### config.mk
export PLATFORM = sky130hd
export DESIGN_NAME = cmp_ctrl_bank
export DESIGN_NICKNAME = d
export VERILOG_FILES = /design/src/rtl/cmp_ctrl_pkg.sv /design/src/rtl/cmp_chan_reg.sv /design/src/rtl/cmp_lvl_sync.sv /design/src/rtl/cmp_out_cond.sv /design/src/rtl/cmp_ctrl_bank.sv
export SDC_FILE = /design/constraint.sdc
export NUM_CORES = 1
export LEC_CHECK = 0
export BUFFER_PORTS_ARGS = -buffer_cell sky130_fd_sc_hd__buf_2
export CAP_MARGIN = 0
export CORE_MARGIN = 2
export CORE_UTILIZATION = 40
export DETAILED_ROUTE_END_ITERATION = 7
export GPL_TIMING_DRIVEN = 0
export PLACE_DENSITY = 0.7
export SYNTH_ARGS = -nofsm -noshare
export SYNTH_HDL_FRONTEND = slang
export SYNTH_HIERARCHICAL = 1
export SYNTH_SLANG_ARGS = --single-unit
### constraint.sdc
create_clock -name clk -period 2.65 [get_ports clk]
set_input_delay 0.795 -clock clk [delete_from_list [all_inputs] [get_ports clk]]
set_output_delay 0.795 -clock clk [all_outputs]
set_load 0.1 [all_outputs]
### src/rtl/cmp_ctrl_pkg.sv
package cmp_ctrl_pkg;

  localparam int WORD_W = 32;
  localparam int SEL_W  = 3;   // width of the 3-bit selector fields

  // bit positions decoded by software
  localparam int B_LOCK = 31;
  localparam int B_VAL  = 30;
  localparam int B_SCL  = 23;
  localparam int B_BRG  = 22;
  localparam int B_BLKL = 19;
  localparam int B_HYSL = 16;
  localparam int B_POL  = 15;
  localparam int B_INP  = 8;
  localparam int B_INML = 4;
  localparam int B_EN   = 0;

  typedef struct packed {
    logic             lock;
    logic             scl;
    logic             brg;
    logic [SEL_W-1:0] blk;
    logic [SEL_W-1:0] hys;
    logic             pol;
    logic             inp;
    logic [SEL_W-1:0] inm;
    logic             en;
  } chan_cfg_t;

  function automatic logic [WORD_W-1:0] cfg_to_word(chan_cfg_t c, logic val);
    logic [WORD_W-1:0] w;
    w = '0;
    w[B_LOCK]                  = c.lock;
    w[B_VAL]                   = val;
    w[B_SCL]                   = c.scl;
    w[B_BRG]                   = c.brg;
    w[B_BLKL +: SEL_W]         = c.blk;
    w[B_HYSL +: SEL_W]         = c.hys;
    w[B_POL]                   = c.pol;
    w[B_INP]                   = c.inp;
    w[B_INML +: SEL_W]         = c.inm;
    w[B_EN]                    = c.en;
    return w;
  endfunction

  function automatic chan_cfg_t word_to_cfg(logic [WORD_W-1:0] w);
    chan_cfg_t c;
    c.lock = w[B_LOCK];
    c.scl  = w[B_SCL];
    c.brg  = w[B_BRG];
    c.blk  = w[B_BLKL +: SEL_W];
    c.hys  = w[B_HYSL +: SEL_W];
    c.pol  = w[B_POL];
    c.inp  = w[B_INP];
    c.inm  = w[B_INML +: SEL_W];
    c.en   = w[B_EN];
    return c;
  endfunction

endpackage

### src/rtl/cmp_chan_reg.sv
// One channel's configuration word with a self-locking write guard.
module cmp_chan_reg
  import cmp_ctrl_pkg::*;
(
  input  logic      clk,
  input  logic      rst_n,
  input  logic      wr_hit,
  input  chan_cfg_t wr_cfg,
  output chan_cfg_t cfg_q
);

  chan_cfg_t cfg_d;
  logic      load;

  // next state: a write lands only while the word is still open
  always_comb begin
    load  = wr_hit && !cfg_q.lock;
    cfg_d = load ? wr_cfg : cfg_q;
  end

  always_ff @(posedge clk or negedge rst_n) begin
    if (!rst_n)
      cfg_q <= '0;
    else if (load)
      cfg_q <= cfg_d;
  end

  // lock is sticky and the word never moves once locked
  a_r3_lock_sticky: assert property (@(posedge clk) disable iff (!rst_n)
    cfg_q.lock |=> cfg_q.lock);
  a_r3_word_frozen: assert property (@(posedge clk) disable iff (!rst_n)
    cfg_q.lock |=> $stable(cfg_q));

endmodule

### src/rtl/cmp_lvl_sync.sv
// Two-stage synchronizer for the raw comparator levels (status path only).
module cmp_lvl_sync #(
  parameter int W = 7
) (
  input  logic         clk,
  input  logic         rst_n,
  input  logic [W-1:0] d,
  output logic [W-1:0] q
);

  logic [W-1:0] s1_q;
  logic [W-1:0] s1_d, q_d;

  always_comb begin
    s1_d = d;
    q_d  = s1_q;
  end

  always_ff @(posedge clk or negedge rst_n) begin
    if (!rst_n) begin
      s1_q <= '0;
      q    <= '0;
    end else begin
      s1_q <= s1_d;
      q    <= q_d;
    end
  end

  // checker support: edges seen since reset, saturating at two
  logic [1:0] age_q;
  always_ff @(posedge clk or negedge rst_n) begin
    if (!rst_n)
      age_q <= '0;
    else if (age_q != 2'd2)
      age_q <= age_q + 2'd1;
  end

  // the synchronized copy lags the input by exactly two edges
  a_r4_sync_latency: assert property (@(posedge clk) disable iff (!rst_n)
    (age_q == 2'd2) |-> (q == $past(d, 2)));

endmodule

### src/rtl/cmp_out_cond.sv
// Combinational output conditioning: enable, inversion and blanking gate.
module cmp_out_cond
  import cmp_ctrl_pkg::*;
#(
  parameter int NSRC = (1 << SEL_W) - 1
) (
  input  logic             raw,
  input  logic             en,
  input  logic             pol,
  input  logic [SEL_W-1:0] blk_sel,
  input  logic [NSRC-1:0]  pulses,
  output logic             y
);

  logic blank;
  logic lvl;

  always_comb begin
    blank = 1'b0;                  // code 0: nothing selected
    for (int s = 0; s < NSRC; s++) begin
      if (blk_sel == SEL_W'(s + 1))
        blank = pulses[s];
    end
    lvl = raw ^ pol;
    y   = en & lvl & ~blank;
  end

endmodule

### src/rtl/cmp_ctrl_bank.sv
// Configuration bank and output conditioning for a group of comparators.
// rst_n is expected to come from an upstream reset synchronizer.
module cmp_ctrl_bank
  import cmp_ctrl_pkg::*;
#(
  parameter int NCH = 7
) (
  input  logic                 clk,
  input  logic                 rst_n,
  input  logic                 psel,
  input  logic                 penable,
  input  logic                 pwrite,
  input  logic [4:0]           paddr,
  input  logic [WORD_W-1:0]    pwdata,
  output logic [WORD_W-1:0]    prdata,
  input  logic [NCH-1:0]       raw_lvl,
  input  logic [6:0]           blank_pulse,
  output logic [NCH-1:0]       cond_out,
  output logic [NCH-1:0]       ch_en,
  output logic [NCH-1:0]       inp_sel,
  output logic [NCH*SEL_W-1:0] inm_sel,
  output logic [NCH*SEL_W-1:0] hyst_code,
  output logic                 scaler_en,
  output logic                 bridge_en
);

  localparam int NSRC  = (1 << SEL_W) - 1;
  localparam int ADR_W = 5;
  localparam int IDX_W = ADR_W - 2;

  logic [IDX_W-1:0] idx;
  logic             wr_go;
  logic [NCH-1:0]   wr_hit;
  chan_cfg_t        wr_cfg;
  chan_cfg_t        cfg_q [NCH];
  logic [NCH-1:0]   lvl_sync;
  logic [NCH-1:0]   val;

  // bus decode
  always_comb begin
    idx    = paddr[ADR_W-1:2];
    wr_go  = psel && penable && pwrite;
    wr_cfg = word_to_cfg(pwdata);
    for (int i = 0; i < NCH; i++)
      wr_hit[i] = wr_go && (idx == IDX_W'(i));
  end

  // bits no field decodes
  logic unused_bus;
  assign unused_bus = ^{paddr[1:0], pwdata[29:24], pwdata[14:9], pwdata[7], pwdata[3:1]};

  cmp_lvl_sync #(.W(NCH)) u_sync (
    .clk   (clk),
    .rst_n (rst_n),
    .d     (raw_lvl),
    .q     (lvl_sync)
  );

  for (genvar i = 0; i < NCH; i++) begin : g_ch
    cmp_chan_reg u_reg (
      .clk    (clk),
      .rst_n  (rst_n),
      .wr_hit (wr_hit[i]),
      .wr_cfg (wr_cfg),
      .cfg_q  (cfg_q[i])
    );

    cmp_out_cond #(.NSRC(NSRC)) u_cond (
      .raw     (raw_lvl[i]),
      .en      (cfg_q[i].en),
      .pol     (cfg_q[i].pol),
      .blk_sel (cfg_q[i].blk),
      .pulses  (blank_pulse),
      .y       (cond_out[i])
    );

    assign val[i]                      = lvl_sync[i] & cfg_q[i].en;
    assign ch_en[i]                    = cfg_q[i].en;
    assign inp_sel[i]                  = cfg_q[i].inp;
    assign inm_sel[i*SEL_W +: SEL_W]   = cfg_q[i].inm;
    assign hyst_code[i*SEL_W +: SEL_W] = cfg_q[i].hys;

    // unblanked enabled channel follows raw level through the inversion bit
    a_r5_polarity: assert property (@(posedge clk) disable iff (!rst_n)
      (cfg_q[i].en && cfg_q[i].blk == '0) |-> (cond_out[i] == (raw_lvl[i] ^ cfg_q[i].pol)));
    // a disabled channel drives nothing
    a_r7_disabled_low: assert property (@(posedge clk) disable iff (!rst_n)
      !cfg_q[i].en |-> !cond_out[i]);
  end

  // read mux and shared enables
  always_comb begin
    prdata    = '0;
    scaler_en = 1'b0;
    bridge_en = 1'b0;
    for (int i = 0; i < NCH; i++) begin
      if (psel && idx == IDX_W'(i))
        prdata = cfg_to_word(cfg_q[i], val[i]);
      scaler_en = scaler_en | cfg_q[i].scl;
      bridge_en = bridge_en | cfg_q[i].brg;
    end
  end

  // offsets past the last channel read zero
  a_r9_unmapped_zero: assert property (@(posedge clk) disable iff (!rst_n)
    (psel && idx >= IDX_W'(NCH)) |-> (prdata == '0));

endmodule

==> impl_table.tex <==
\begin{tabular}{lr}
\hline
Metric & Value \\
\hline
\multicolumn{2}{l}{\textbf{Status}} \\
\quad Run status & complete, but fails checks \\
\quad Failing checks & setup timing \\
\multicolumn{2}{l}{\textbf{Timing}} \\
\quad Max-slew headroom at the worst pin & 0.660 \\
\quad Worst-case setup margin in the final layout & -0.238 ns \\
\quad Setup Viol. Count Final & 21 \\
\quad Maximum operating frequency & around 350 MHz \\
\quad Number of pins exceeding their max-slew limit in the final report & 0 \\
\quad Time the final worst path needs with I/O delays and setup & 2.89 ns \\
\quad Setup repair after global routing missed its margin & true \\
\quad Post-route clock skew & around 0.0067 ns \\
\quad Final worst-path cycle share & 1.09 \\
\quad Actual slew at the worst max-slew pin & around 0.51 ns \\
\quad Final hold vios & 0 \\
\multicolumn{2}{l}{\textbf{Clock tree}} \\
\quad Clock tree root buffer cell & clkbuf\_16 \\
\quad Register clock-pin slew on the reported worst setup and hold paths & roughly 0.06 ns \\
\quad CTS tree & built \\
\quad Clock latency at the later pin of the worst-skew pair & approximately 0.42 ns \\
\quad H-tree levels & 4 \\
\quad Clock Path Buffers & 2 \\
\quad Num Clock Sinks & 119 \\
\quad TritonCTS Buffers & 17 \\
\multicolumn{2}{l}{\textbf{Detailed routing}} \\
\quad DRC violations left & 0 \\
\quad Number of routed nets with antenna violations & 0 \\
\quad Post-DR wirelength/cell & between 20 and 25 um \\
\quad Total wirelength of the detailed-routed design & 19100 um \\
\quad DRC marker count from the first detailed-route iteration & 190 \\
\quad Number of detailed-route iterations in the first pass & 5 \\
\quad Via count & 4516 \\
\quad Via density & about 5.4 \\
\multicolumn{2}{l}{\textbf{Global routing}} \\
\quad Overall routing resource usage & 0.231 \\
\quad Global-route wire length before repair & between 20000 and 30000 um \\
\quad Antenna violations before repair & 0 \\
\quad Global route overflow & 0 \\
\quad Maximum number of pins on one net before global-route repair & between 80 and 90 \\
\quad Number of global-route vias before repair & around 5000 \\
\multicolumn{2}{l}{\textbf{Place}} \\
\quad Placed instance area & approximately 0.0075 sq mm \\
\quad Post-placement worst setup slack & -0.724 ns \\
\quad Final weighted congestion in routability-driven placement & 0.832 \\
\quad Buffers added on ports & approximately 120 \\
\quad Detailed Place HPWL & between 10000 and 15000 um \\
\quad Dpl cells & between 700 and 800 \\
\multicolumn{2}{l}{\textbf{Setup path}} \\
\quad Startpoint type of the worst setup path & input port \\
\quad Data arrival time of the critical path & between 2 and 2.5 ns \\
\quad Depth of the worst register-to-register path & 4 \\
\quad Crit-path leading delay family & multiplexers \\
\quad Required time at the worst-slack endpoint & approximately 1.9 ns \\
\quad Cell repeated most along the worst path & buf\_12 \\
\quad Register-to-register path setup slack & about 1.3 ns \\
\quad Path type of the worst setup path & input port to output port \\
\quad CP endpoint kind & output port \\
\quad Critical-path maximum fanout & 5 \\
\quad Delay contributed by the slowest stage of the critical path & roughly 0.53 ns \\
\quad Crit path buf inv count & 4 \\
\quad Slowest stage cell on the critical path & mux4\_2 \\
\quad Worst r2r dst & g\_ch[1].u\_reg/cfg\_q[0] \\
\quad Sequence of cells on the critical path & buf\_12, buf\_4, buf\_12, mux4\_2, o211a\_4, buf\_12 \\
\quad Reg-to-reg startpoint & g\_ch[1].u\_reg/cfg\_q[14] \\
\multicolumn{2}{l}{\textbf{Die}} \\
\quad Area of the die & around 0.017 sq mm \\
\quad Site row count & 46 \\
\quad Placeable Area & $\sim$0.016 sq mm \\
\quad Chip height & 131 um \\
\quad Die Wd & approximately 130 um \\
\quad Number of top-level pins & roughly 150 \\
\quad Initial core utilization & 0.409 \\
\multicolumn{2}{l}{\textbf{Power}} \\
\quad Power per unit of standard cell area & 920 mW/mm\^{}2 \\
\quad Leak Pwr & $\sim$4.1 nW \\
\quad Worst IR Drop VDD & around 0.66 mV \\
\multicolumn{2}{l}{\textbf{Synthesis}} \\
\quad Synth top area share & 0.460 \\
\quad Cells after synthesis & around 440 \\
\quad Cell type with the largest total area after synthesis & dfrtp\_1 \\
\quad Syn Std Cell Area & about 0.0065 sq mm \\
\quad Part of the Yosys area used for sequential elements & 0.460 \\
\quad Top FF cell, synth & dfrtp\_1 \\
\quad Synth top cells by count & 119 x dfrtp\_1, 70 x mux2\_4, 37 x mux2i\_1, 28 x mux2\_2, 27 x nand2\_1 \\
\quad Most common cell in the netlist & dfrtp\_1 \\
\quad Number of library cell types mapped by synthesis & 40 \\
\quad Post-synth EDFFs & 0 \\
\quad Top area cells in the synthesized netlist & dfrtp\_1 46\%, mux2\_4 16\%, mux4\_2 7.0\% \\
\quad Syn avg cell area & approximately 15 sq um \\
\quad Async SR Flop Fraction & 1.00 \\
\quad Synthesized flop and latch total & roughly 120 \\
\quad Total of warnings raised by yosys & 6 \\
\multicolumn{2}{l}{\textbf{Finish}} \\
\quad Area grow syn2layout & 36.5\% \\
\quad Utilization after layout & 0.558 \\
\quad Final standard cell area without fillers & 0.00883 sq mm \\
\quad Number of nets in the final layout & 668 \\
\quad Diode insertion count for antenna repair & 0 \\
\quad Proportion of layout cells with a drive suffix above 1 & 0.608 \\
\quad Final non-filler cell total & 841 \\
\multicolumn{2}{l}{\textbf{Run}} \\
\quad Max cap viols & 0 \\
\multicolumn{2}{l}{\textbf{Hold path}} \\
\quad Hold Path Class & input port to asynchronous set/reset pin \\
\hline
\end{tabular}
how the worst max path moves through the flow:
stage / start / endpoint / slack, ns / cells after the start
3_5_place_dp: paddr[4] / prdata[15] / -0.72 / 5
5_1_grt: paddr[2] / prdata[15] / -0.30 / 9
3_3_place_gp: paddr[4] / prdata[15] / -0.74 / 5
2_1_floorplan: paddr[4] / prdata[15] / -0.27 / 3
4_1_cts: paddr[2] / prdata[15] / -0.21 / 9
6_report: paddr[2] / prdata[17] / -0.24 / 6
layout by cell type, fill, tap and decap left out, types with 4 or more instances in the layout:
master / n
nand2_1: 18
buf_2: 89
mux2i_1: 37
mux2_4: 70
dfrtp_1: 112
o211ai_1: 13
buf_6: 11
clkbuf_16: 17
clkinvlp_4: 4
clkinv_2: 4
nor3_1: 5
dfrtp_2: 7
nor2_1: 8
conb_1: 16
and3_4: 7
o211a_1: 5
buf_12: 38
buf_4: 33
nor2b_4: 8
a21o_2: 7
mux4_2: 20
mux2_2: 28
xor2_1: 7
buf_8: 4
o211a_4: 8
nand2_2: 8
per-stage QoR:
stage               setup TNS (ns)  power [mW]  hold WS, ns
floorplan                    -1.58        4.93        0.331
global placement            -86.16        5.43        0.334
detailed placement          -14.15        5.49        0.341
CTS                          -3.08        8.15        0.255
global route                 -4.17        8.38        0.271
finish                       -3.38        8.12        0.263
registers in the layout, summed over array words and instances (netlist names):
name / count
u_sync/q_d: 7
u_sync/q: 7
g_ch.u_reg/cfg_q: 105
final cells by class:
class / instances / area [sq um]
well taps: 216 / 270
repair buffers: 134 / 1200
clock buffers: 20 / 467
clock inverters: 12 / 149
inverters: 1 / 3.75
flip-flops and latches: 119 / 2990
multi-input cells: 294 / 3250
fillers: 1254 / 7000
plain buffers: 45 / 504
where the power goes:
part | leakage, nW | switching (mW) | internal, mW
Sequential | 1.49 | 0.352 | 2.15
Combinational | 2.32 | 2.22 | 1.01
Clock | 0.294 | 0.843 | 1.55
Total | 4.11 | 3.42 | 4.70
logic make-up (layout without fill, tap and decap cells):
kind of cell,Yosys count,in the layout,synth area share
mux,155,155,0.338
flops,119,119,0.460
simple gates,69,69,0.0621
compound gates,47,47,0.0598
buf+inv,46,212,0.0696
xor+xnor,7,7,0.00948
other cells,1,16,0.000580
timing repair:
action | 4_1_cts | 5_1_grt
endpoints found under the setup margin | 23 | 22
setup buffers | 14 | 1
gates cloned | 2 | 0
hold buffers | 0 | 0
gates resized for setup | 145 | 8
pin swaps | 7 | 5
metal layers:
metal  GRT usage  part of all wire
met1       0.287              0.41
met2       0.387              0.51
met3      0.0552             0.058
met4      0.0930             0.020
met5           0                 0
worst reg2reg max path: cells and delay by family, from the launching register on:
family | cells | cell delay (ns)
simple gates | 1 | 0.13
buf+inv | 2 | 0.32
flops | 1 | 0.42
mux | 1 | 0.33
Power figures use the tool's default switching activity.
